## config.mk

```make
export PLATFORM = sky130hd
export DESIGN_NAME = dds_word_loader
export DESIGN_NICKNAME = d
export VERILOG_FILES = /design/src/rtl/dds_loader_pkg.sv /design/src/rtl/dds_loader_ctrl.sv /design/src/rtl/dds_loader_dpath.sv /design/src/rtl/dds_word_loader.sv
export SDC_FILE = /design/constraint.sdc
export NUM_CORES = 1
export LEC_CHECK = 0
export ABC_AREA = 0
export BUFFER_PORTS_ARGS = -buffer_cell sky130_fd_sc_hd__clkbuf_2
export CAP_MARGIN = 15
export CORE_ASPECT_RATIO = 1.4
export CORE_MARGIN = 2
export CORE_UTILIZATION = 40
export DETAILED_ROUTE_END_ITERATION = 8
export GPL_TIMING_DRIVEN = 0
export SETUP_SLACK_MARGIN = 0.4
export SLEW_MARGIN = 10
export SYNTH_ARGS = -nofsm -noshare
export SYNTH_HDL_FRONTEND = slang
export SYNTH_HIERARCHICAL = 1
export SYNTH_SLANG_ARGS = --single-unit
```

## constraint.sdc

```tcl
create_clock -name clk -period 2.5 [get_ports clk]
set_input_delay 0 -clock clk [delete_from_list [all_inputs] [get_ports clk]]
set_output_delay 0 -clock clk [all_outputs]
set_load 0.01 [all_outputs]
```

## src/rtl/dds_loader_pkg.sv

```systemverilog
package dds_loader_pkg;

  // Strobes from the sequencer to the word datapath
  typedef struct packed {
    logic loadLo;   // store low host word
    logic launch;   // capture full word, start sequence
    logic shift;    // advance to next byte
    logic active;   // a byte is on the bus this cycle
  } ldStrobe_t;

endpackage

```

## src/rtl/dds_loader_ctrl.sv

```systemverilog
module dds_loader_ctrl
  import dds_loader_pkg::*;
#(
  parameter int NUM_BYTES = 5
) (
  input  logic      clk,
  input  logic      rstN,
  input  logic      hostWr,
  input  logic      hostHiSel,
  output ldStrobe_t str,
  output logic      busy,
  output logic      freqUpdate
);

  localparam int CNT_W = (NUM_BYTES > 1) ? $clog2(NUM_BYTES) : 1;
  localparam logic [CNT_W-1:0] LAST_IDX = CNT_W'(NUM_BYTES - 1);

  typedef enum logic [1:0] {ST_IDLE, ST_SEND, ST_UPD} ldState_t;

  ldState_t        state, stateNext;
  logic [CNT_W-1:0] byteCnt;

  always_comb begin
    stateNext = state;
    case (state)
      ST_IDLE: if (hostWr && hostHiSel) stateNext = ST_SEND;
      ST_SEND: if (byteCnt == LAST_IDX) stateNext = ST_UPD;
      ST_UPD:  stateNext = ST_IDLE;
      default: stateNext = ST_IDLE;
    endcase
  end

  always_ff @(posedge clk) begin
    if (!rstN) begin
      state   <= ST_IDLE;
      byteCnt <= '0;
    end else begin
      state <= stateNext;
      if (state == ST_SEND) byteCnt <= byteCnt + 1'b1;
      else                  byteCnt <= '0;
    end
  end

  always_comb begin
    str.loadLo = (state == ST_IDLE) && hostWr && !hostHiSel;
    str.launch = (state == ST_IDLE) && hostWr && hostHiSel;
    str.shift  = (state == ST_SEND);
    str.active = (state == ST_SEND);
  end

  assign busy       = (state != ST_IDLE);
  assign freqUpdate = (state == ST_UPD);


  upd_single_chk: assert property (@(posedge clk) disable iff (!rstN)
    freqUpdate |=> !freqUpdate);


  last_byte_then_upd_chk: assert property (@(posedge clk) disable iff (!rstN)
    (str.active && byteCnt == LAST_IDX) |=> freqUpdate);


  busy_fall_chk: assert property (@(posedge clk) disable iff (!rstN)
    $fell(busy) |-> $past(freqUpdate));


  launch_busy_chk: assert property (@(posedge clk) disable iff (!rstN)
    str.launch |=> (busy && str.active));


  busy_ignore_chk: assert property (@(posedge clk) disable iff (!rstN)
    busy |-> !(str.loadLo || str.launch));

endmodule

```

## src/rtl/dds_loader_dpath.sv

```systemverilog
module dds_loader_dpath
  import dds_loader_pkg::*;
#(
  parameter int HOST_W = 32,
  parameter int WORD_W = 40,
  parameter int BYTE_W = 8
) (
  input  logic              clk,
  input  logic              rstN,
  input  ldStrobe_t         str,
  input  logic [HOST_W-1:0] hostData,
  output logic [BYTE_W-1:0] byteOut
);

  localparam int HI_W = WORD_W - HOST_W;

  logic [HOST_W-1:0] loReg;
  logic [WORD_W-1:0] shiftWord;

  always_ff @(posedge clk) begin
    if (!rstN) begin
      loReg     <= '0;
      shiftWord <= '0;
    end else begin
      if (str.loadLo) loReg <= hostData;
      if (str.launch)     shiftWord <= {hostData[HI_W-1:0], loReg};
      else if (str.shift) shiftWord <= shiftWord << BYTE_W;
    end
  end

  assign byteOut = str.active ? shiftWord[WORD_W-1 -: BYTE_W] : '0;


  first_byte_chk: assert property (@(posedge clk) disable iff (!rstN)
    str.launch |=> (byteOut == $past(hostData[BYTE_W-1:0])));


  lo_hold_chk: assert property (@(posedge clk) disable iff (!rstN)
    !str.loadLo |=> (loReg == $past(loReg)));

endmodule

```

## src/rtl/dds_word_loader.sv

```systemverilog
module dds_word_loader
  import dds_loader_pkg::*;
#(
  parameter int HOST_W = 32,
  parameter int WORD_W = 40,
  parameter int BYTE_W = 8
) (
  input  logic              clk,
  input  logic              rstN,
  input  logic              hostWr,
  input  logic              hostHiSel,
  input  logic [HOST_W-1:0] hostData,
  output logic              busy,
  output logic [BYTE_W-1:0] byteOut,
  output logic              wordClk,
  output logic              freqUpdate
);

  localparam int NUM_BYTES = WORD_W / BYTE_W;

  ldStrobe_t str;

  dds_loader_ctrl #(.NUM_BYTES(NUM_BYTES)) ctrl (
    .clk(clk), .rstN(rstN), .hostWr(hostWr), .hostHiSel(hostHiSel),
    .str(str), .busy(busy), .freqUpdate(freqUpdate)
  );

  dds_loader_dpath #(.HOST_W(HOST_W), .WORD_W(WORD_W), .BYTE_W(BYTE_W)) dpath (
    .clk(clk), .rstN(rstN), .str(str), .hostData(hostData), .byteOut(byteOut)
  );

  // Rising edge sits mid-cycle: half a period of setup and hold for each byte
  assign wordClk = str.active & ~clk;


  wclk_idle_chk: assert property (@(posedge clk) disable iff (!rstN)
    !busy |-> !wordClk);


  byte_idle_chk: assert property (@(posedge clk) disable iff (!rstN)
    (!busy || freqUpdate) |-> (byteOut == '0));

endmodule

```

==> implementation parameters <==
Parameter                              Value

Run status
  Result of the run    completed

Setup path
  Required time at the endpoint of the critical path    just under 3000 ps
  WP buf/inv    3
  Crit-path max FO    10
  Slowest library cell on the worst path    nor4bb_2
  Cells traversed along the worst timing path    nor4bb_2, buf_4, buf_2, buf_2, o211a_1
  Delay of the slowest cell on the worst path    slightly below 500 ps
  Critical path startpoint category    flip-flop
  Endpoint class of the critical path    flip-flop
  Worst setup path class    reg2reg
  Data arrival, critical path    about 2200 ps
  Most used cell along the critical path    buf_2
  Crit-path leading delay family    buffers and inverters

Power and ir drop
  Standby leakage power    around 2.2 nW
  Worst IR Drop VDD    around 0.4 mV
  Portion of total power attributed to combinational logic    a little under an eighth
  Design internal power    approximately 2.5 mW
  Overall power consumption    around 3.2 mW
  Switch share    around 22%
  Sequential share of power    approximately 40%
  Clock group share of total power    around 47%
  Power per cell area    692 mW/mm²
  Power dissipated by switching net loads    0.712 mW

STA
  Pin slew with the least headroom to its limit    between 400 and 500 ps
  Final setup viols    0
  Final hold violation count    0
  Maximum clock rate    between 500 and 600 MHz
  Max-slew violation count    0
  Shortest clock period the worst path allows after layout    around 1800 ps
  Worst Setup Slack, final    693 ps
  Unrepaired setup endpoints after global routing    false
  Worst slew margin relative to its limit    67.9%
  Clock tree skew after final layout    5.69 ps
  Sum of negative setup slack    0 ps
  Share of the clock period used by the worst path    between 70% and 80%
  Worst hold slack across all endpoints    around 35 ps

Floorplan
  Initial core utilization    between 40 and 50%
  Die height    around 120 µm
  Die W    around 84 µm
  Total Die Area    slightly below 0.01 mm²
  Standard cell core area    about 0.0087 mm²
  Cell row count    40
  Number of ports placed on the die boundary    47

Layout
  Number of nets at the end of the flow    around 450
  Share of cells above drive strength 1    slightly below 30%
  P&R area growth vs syn    30.2%
  Antenna fix cells    0

Global routing
  First-pass GRT wire length    ~13 mm
  Busiest layer in global routing    met2
  Global-route track usage on met3    under 10%
  Overflow left after global routing    0
  Number of antenna violations at the first check in global routing    0
  Met1 global-route usage    between 20% and 30%
  Total GRT Usage    around 18%
  Via count of the first global-routing pass    2584
  Largest net degree at the start of global routing    13
  Met2 demand-to-capacity share in global routing    ~29%

Synth
  Seq/Total Area, Yosys    a little over two fifths
  Unique masters post-synth    29
  Number of standard cells after synthesis    around 320
  Synthesized area divided by synthesized cell count    11.4 µm²
  Synthesized flop and latch total    between 70 and 80
  Syn. warnings    6
  Synthesized cell area    ~0.0036 mm²
  Post-synthesis net count    between 300 and 400

Worst hold path
  HP Class    in2reg

Route
  Detail-routed net length per standard cell    ~15 µm
  Number of nets with antenna violations after detailed routing    0
  Total wirelength of the detailed-routed design    just under 8 mm
  Vias after detailed routing    ~2500
  Number of DRC violations after detailed-routing iteration 0    87
  Total DRC errors in the routed layout    0
  Via density per instance    4.79
  First-pass detailed-route iteration total    4

Place
  Weighted congestion reported at the end of routability-driven placement    about 0.74
  Detailed-placement wirelength estimate    around 5.5 mm
  Count of input and output buffers    between 40 and 50
  Minimum setup slack after placement    between 600 and 700 ps

Run
  Max-capacitance violation count    0

Clock network
  CTS clock-pin slew for the worst setup and hold paths    roughly 60 ps
  Insertion delay of the later-clocked pin in the worst-skew pair    approximately 440 ps
  Clock tree from TritonCTS    done
-- repair_timing --
item	in CTS	in global routing
hold buffers	34	0
gates resized for setup	0	2
buffers inserted	0	0
endpoints found under the setup margin	0	6
hold endpoints to repair	45	0
-- per-layer routing --
metal / routed length, µm / share of wire, %
met1: 3610 / 46
met2: 3760 / 47
met3: 279 / 3.5
met4: 274 / 3.5
met5: 0 / 0
-- cell usage in the layout (no fill, tap or decap), drive strengths merged, types with 2 or more instances in the layout --
cell	netlist	routed
inv	2	2
mux2	32	32
o211a	32	32
mux2i	32	32
buf	18	19
or3b	8	8
dlygate4sd3	0	34
nand2b	30	30
or2b	2	2
dfxtp	77	77
nand2	9	9
nor2b	35	35
nor2	3	3
clkbuf	8	68
a21boi	8	8
ha	2	2
clkinv	0	4
and2	8	8
-- logic make-up after synthesis --
kind of cell | Yosys count | share of synthesized area [%]
DFF | 77 | 42.9
xor gates and xnor gates | 1 | 0.244
adders and majority gates | 2 | 0.696
muxes | 64 | 22.3
and+or+nand+nor | 102 | 18.3
buffers and inverters | 28 | 4.91
AOI/OAI and AO/OA | 41 | 10.7
-- per-stage QoR --
stage               area, µm²  cells  util (%)
finish                   4680    520      54.0
global route             4680    520      54.0
CTS                      4680    520      54.0
detailed placement       3970    467      45.9
global placement         3960    466      45.7
floorplan                3590    315         -
-- worst register-to-register path: cells and delay by family (launching register included) --
| family | cells | cell delay (ps) |
|---|---|---|
| flops | 1 | 350 |
| simple gates | 1 | 490 |
| buf+inv | 3 | 740 |
| compound gates | 1 | 180 |
-- flip-flops by register name, summed over array words and instances, names as in the netlist --
name	cells
ctrl/state	2
ctrl/byteCnt	3
dpath/shiftWord	40
dpath/loReg	32
-- path summary, 6_finish.rpt --
path | startpoint | endpoint | slack [ps] | cells after the start
min | hostHiSel | ctrl/state[0] | 40 | 3
max reg2reg | ctrl/state[1] | dpath/shiftWord[22] | 690 | 5
max | ctrl/state[1] | dpath/shiftWord[22] | 690 | 5
min reg2reg | ctrl/byteCnt[0] | ctrl/byteCnt[0] | 440 | 1
-- cells in the mapped netlist --
cell / instances / area [µm²]
a21boi_1: 8 / 60.1
a21oi_1: 1 / 5.00
and2_1: 8 / 50.1
and3_1: 1 / 6.26
and4bb_2: 1 / 12.5
buf_2: 6 / 30.0
buf_4: 7 / 52.6
buf_6: 5 / 56.3
clkbuf_1: 8 / 30.0
dfxtp_1: 77 / 1540
ha_1: 2 / 25.0
inv_1: 2 / 7.51
mux2_4: 32 / 480
mux2i_1: 32 / 320
nand2_1: 9 / 33.8
nand2b_1: 30 / 188
nand3_1: 1 / 5.00
nand3b_1: 1 / 7.51
nor2_1: 3 / 11.3
nor2b_1: 33 / 206
nor2b_2: 1 / 8.76
nor2b_4: 1 / 13.8
nor3b_2: 1 / 12.5
nor4bb_1: 1 / 10.0
o211a_1: 32 / 320
or2_1: 1 / 6.26
or2b_1: 2 / 15.0
or3b_1: 8 / 70.1
xnor2_1: 1 / 8.76
-- power groups by stage --
stage	sequential (mW)	clock, mW	combinational, mW
after floorplan	1.34	0.00798	0.260
after global placement	1.36	0.0112	0.337
after detailed placement	1.36	0.0112	0.343
after CTS	1.33	1.56	0.385
after global routing	1.34	1.62	0.419
final	1.33	1.52	0.382
-- area by class of cell --
cell class | count | area (µm²)
clock buffer | 15 | 323
sequential | 77 | 1540
multi-input combinational | 210 | 1880
clock inverter | 5 | 50.0
tap | 105 | 131
timing repair buffer | 80 | 573
buffer | 26 | 170
inverter | 2 | 7.51
fill | 794 | 3980
(Power assumes the default switching activity.)
